$ cat config.mk
export PLATFORM = sky130hd
export DESIGN_NAME = tw_shift_engine
export DESIGN_NICKNAME = d
export VERILOG_FILES = /design/src/rtl/tw_shift_engine.sv
export SDC_FILE = /design/constraint.sdc
export NUM_CORES = 1
export LEC_CHECK = 0
export BUFFER_PORTS_ARGS = -buffer_cell sky130_fd_sc_hd__buf_2
export CORE_MARGIN = 1
export CORE_UTILIZATION = 30
export DETAILED_ROUTE_END_ITERATION = 12
export GPL_TIMING_DRIVEN = 0
export PLACE_DENSITY = 0.51
export SYNTH_ARGS = -nofsm -noshare
export SYNTH_HDL_FRONTEND = slang
export SYNTH_SLANG_ARGS = --single-unit
$ cat constraint.sdc
create_clock -name clk -period 2 [get_ports clk]
set_input_delay 0.2 -clock clk [delete_from_list [all_inputs] [get_ports clk]]
set_output_delay 0.2 -clock clk [all_outputs]
set_load 0.01 [all_outputs]
$ cat src/rtl/tw_shift_engine.sv
module tw_shift_engine (
  input  logic       clk,
  input  logic       rst_n,
  input  logic       mode,
  input  logic       sck,
  input  logic       sdi,
  output logic       sdo,
  input  logic       wr_en,
  input  logic [7:0] wr_data,
  output logic [7:0] rd_data,
  input  logic       cnt_clr,
  input  logic       flag_clr,
  output logic [3:0] edge_count,
  output logic       done_flag,
  output logic       wake_req
);

  logic [2:0] sck_sync;
  logic [1:0] sdi_sync;
  logic [7:0] data_q;
  logic       hold_q;
  logic [3:0] cnt_q;
  logic       flag_q;

  // two-flop synchronisers plus one stage for edge detection
  always_ff @(posedge clk or negedge rst_n) begin
    if (!rst_n) begin
      sck_sync <= '0;
      sdi_sync <= '0;
    end else begin
      sck_sync <= {sck_sync[1:0], sck};
      sdi_sync <= {sdi_sync[0], sdi};
    end
  end

  wire rise_ev  =  sck_sync[1] & ~sck_sync[2];
  wire fall_ev  = ~sck_sync[1] &  sck_sync[2];
  wire any_ev   = rise_ev | fall_ev;
  wire sample_ev = mode ? fall_ev : rise_ev;
  wire shift_ev  = mode ? rise_ev : fall_ev;

  always_ff @(posedge clk or negedge rst_n) begin
    if (!rst_n) begin
      hold_q <= 1'b0;
      data_q <= '0;
    end else begin
      if (sample_ev) hold_q <= sdi_sync[1];
      if (wr_en)         data_q <= wr_data;
      else if (shift_ev) data_q <= {data_q[6:0], hold_q};
    end
  end

  always_ff @(posedge clk or negedge rst_n) begin
    if (!rst_n) begin
      cnt_q  <= '0;
      flag_q <= 1'b0;
    end else if (cnt_clr) begin
      cnt_q  <= '0;
      flag_q <= 1'b0;
    end else begin
      if (any_ev) cnt_q <= cnt_q + 4'd1;
      if (any_ev && cnt_q == 4'hF) flag_q <= 1'b1;
      else if (flag_clr)           flag_q <= 1'b0;
    end
  end

  assign sdo        = data_q[7];
  assign rd_data    = data_q;
  assign edge_count = cnt_q;
  assign done_flag  = flag_q;
  assign wake_req   = flag_q;

  assert_count_step_R5: assert property (@(posedge clk) disable iff (!rst_n)
    (!cnt_clr && sck_sync[1] != sck_sync[2]) |=> (cnt_q == $past(cnt_q) + 4'd1));

  assert_count_hold_R5: assert property (@(posedge clk) disable iff (!rst_n)
    (!cnt_clr && sck_sync[1] == sck_sync[2]) |=> $stable(cnt_q));

  assert_overflow_sets_R6: assert property (@(posedge clk) disable iff (!rst_n)
    (!cnt_clr && any_ev && cnt_q == 4'hF) |=> (flag_q && cnt_q == 4'h0));

  assert_flag_sticky_R7: assert property (@(posedge clk) disable iff (!rst_n)
    (flag_q && !flag_clr && !cnt_clr) |=> flag_q);

  assert_clear_wins_R8: assert property (@(posedge clk) disable iff (!rst_n)
    cnt_clr |=> (cnt_q == 4'h0 && !flag_q));

  assert_write_wins_R9: assert property (@(posedge clk) disable iff (!rst_n)
    wr_en |=> (data_q == $past(wr_data)));

  assert_mode0_edges_R2: assert property (@(posedge clk) disable iff (!rst_n)
    (!mode && !wr_en && !sck_sync[1] && sck_sync[2]) |=> (data_q[0] == $past(hold_q)));

endmodule

==> flow_summary.toml <==
[timing]
setup_tns_ns = 0
hold_viol = 0
timing.hold.ws_ns = 0.118
maxSlewHeadroom_pct = 64.6
drv_slew = 0
skew_ns = 0.00760
period_share_pct = 86.3
tightest_slew_ns = 0.531
finalCriticalPeriod_ns = 1.73
fmax_mhz = 580
setup_viol = 0
rsz0062_at_grt = "false"

[die]
die_y_um = 55.2
floorplan.rows = 18
die_w_um = 55.2
core_area_um2 = 2570
start_util_pct = 33.1
ios = 31
die_area_um2 = 3050

[power_and_ir_drop]
intPower_uw = 624
p_leak_uw = 0.000543
sequentialPowerShare_pct = 54.6
p_sw_share_pct = 26.6
p_sw_uw = 226
vdd_drop_max_mv = 0.446
p_clk_share_pct = 22.0
comb_power_share_pct = 23.3
power.density_nw_per_um2 = 780

[placement]
io_buffer_count = 29
dp_hpwl_um = 1010
gp_congestion = 0.655

[cts]
clock_latency_ns = 0.29
cts_root_buf = "clkbuf_4"
cts_buffer_depth = 2
ctsResizeCount = 0
cts_buffers = 3
cts.hold.buffers_added = 3
h-tree-depth = 1
cts_setup_buffers = 0
cts_sinks = 19
cts_tree = "built"
clk_pin_slew_ns = 0.10

[critical_path]
start_kind = "register"
max_stage_delay_ns = 0.43
crit_slowest_cell = "a211oi_4"
cp_data_arrival_time_ns = 1.90
crit_type = "register to register"
required_ns = 2.18
cp_max_fo = 8
crit_chain = "inv_1 -> ha_1 -> nor2b_1 -> a211oi_4 -> mux2_2"
end_kind = "register"

[cells_and_area]
multi_input_comb_area_um2 = 344
register_area_um2 = 475
final_nets = 116
fill_cells = 247
area_growth_pct = 28.1
drive_gt1_share_pct = 54.2
diodes = 0

[grt]
grt_overflow = 0
grt_antenna_before_repair = 0
grt_pass1_vias = 515
grt_pass1_wl_um = 2320
grt_max_degree = 20
grt_usage_pct = 9.79

[drt]
drt-wirelength-per-cell_um = 10.8
drcViolationCount = 0
first_pass_iters = 4
vias = 563
final_antenna_net_count = 0
drt_iter0_markers = 3
viasPerCell = 4.47
wl_um = 1360

[status]
status = "finished clean"

[synth]
synth_area_leaders = "dfrtp_1 (56%), mux2_2 (23%), ha_1 (4.4%), a211oi_4 (2.4%), mux2i_1 (2.4%)"
yosysSeqAreaShare_pct = 56.0
syn_inst = 60
synth_area_leader_cell = "dfrtp_1"
synth_nets = 79
synth_area_um2 = 850
ys_ff_latch = 19
postSynthAreaPerCell_um2 = 14.2
ys_warn_count = 0
synth_top_area_share_pct = 56.0
synth_cell_types = 14

[hold_path]
min_path_type = "input port to register"

[job]
maxCapViolCount = 0
## placed cells by master (no fill, tap or decap)
master	instances
buf_2	29
dfrtp_1	19
mux2_2	17
nor2_1	5
inv_1	3
ha_1	3
clkbuf_4	3
dlygate4sd3_1	3
nor2b_1	2
mux2i_1	2
xor2_1	2
clkbuf_1	2
buf_4	2
xnor2_1	1
a211oi_4	1
nand4b_1	1
a32oi_1	1
## cell type report
cell class / count / share of cell area, %
timing repair buffer: 32 / 16.1
sequential: 19 / 43.7
inverter: 3 / 1.03
tap: 30 / 3.45
multi-input combinational: 35 / 31.6
buffer: 3 / 1.72
clock buffer: 4 / 2.41
## cell families after synthesis
group	count (synthesis)	share of synthesized area [%]
multiplexers	19	24.9
flip-flops	19	56.0
AND/OR/NAND/NOR	8	4.71
buffers and inverters	6	3.53
XOR/XNOR	3	3.09
adder cells (fa/ha/maj)	3	4.42
AO/OA/AOI/OAI	2	3.39
## flip-flops by register name, indices dropped and copies added, names as in the netlist
signal	count
hold_q	1
done_flag	1
rd_data	8
edge_count	4
sdi_sync	2
sck_sync	3
## power groups by stage
| stage | Combinational (uW) | Sequential, uW | Clock [uW] |
|---|---|---|---|
| 2_1_floorplan | 99.1 | 490 | 0 |
| 3_3_place_gp | 195 | 471 | 0 |
| 3_5_place_dp | 198 | 473 | 0 |
| 4_1_cts | 203 | 466 | 201 |
| 5_1_grt | 220 | 473 | 213 |
| 6_report | 198 | 464 | 187 |
## path summary, 6_finish.rpt
kind                             start  slack (ns)       endpoint  cells after the start
setup / recovery           sck_sync[1]        0.27     rd_data[6]                      5
hold / removal                 cnt_clr        0.12  edge_count[3]                      2
setup reg to reg           sck_sync[1]        0.27     rd_data[6]                      5
hold reg to reg            sck_sync[0]        0.36    sck_sync[1]                      0
max in group asynchronous        rst_n        1.33     rd_data[6]                      2
min in group asynchronous        rst_n        0.37      done_flag                      2
## cell usage after synthesis
master and n:
nor2b_1 2, nor2_1 5, nand4b_1 1, clkbuf_1 1, xor2_1 2, dfrtp_1 19, a211oi_4 1, xnor2_1 1
mux2i_1 2, buf_4 2, mux2_2 17, ha_1 3, inv_1 3, a32oi_1 1
## per-layer routing
metal	up-vias	wire length, um	track usage (%)
li1	276	-	-
met1	263	586	11.5
met2	22	666	15.7
met3	2	96	4.68
met4	0	8	3.21
met5	-	0	0
## stage by stage
stage	cell area (um^2)	power, uW	setup WS [ns]	util (%)	cells
floorplan	850	589	0.426	-	60
global placement	1030	666	0.293	40.2	119
detailed placement	1030	671	0.249	40.2	119
CTS	1090	869	0.234	42.4	126
global route	1090	906	0.156	42.4	126
finish	1090	849	0.275	42.4	126
## worst max-delay path: cells and delay by family (launching register included)
family                     cells  cell delay [ns]
adders and majority gates      1             0.20
and+or+nand+nor                1             0.15
buffers and inverters          1             0.05
muxes                          1             0.39
AOI/OAI and AO/OA              1             0.43
DFF                            1             0.38
Note: power is estimated with default switching activity, not from simulation.
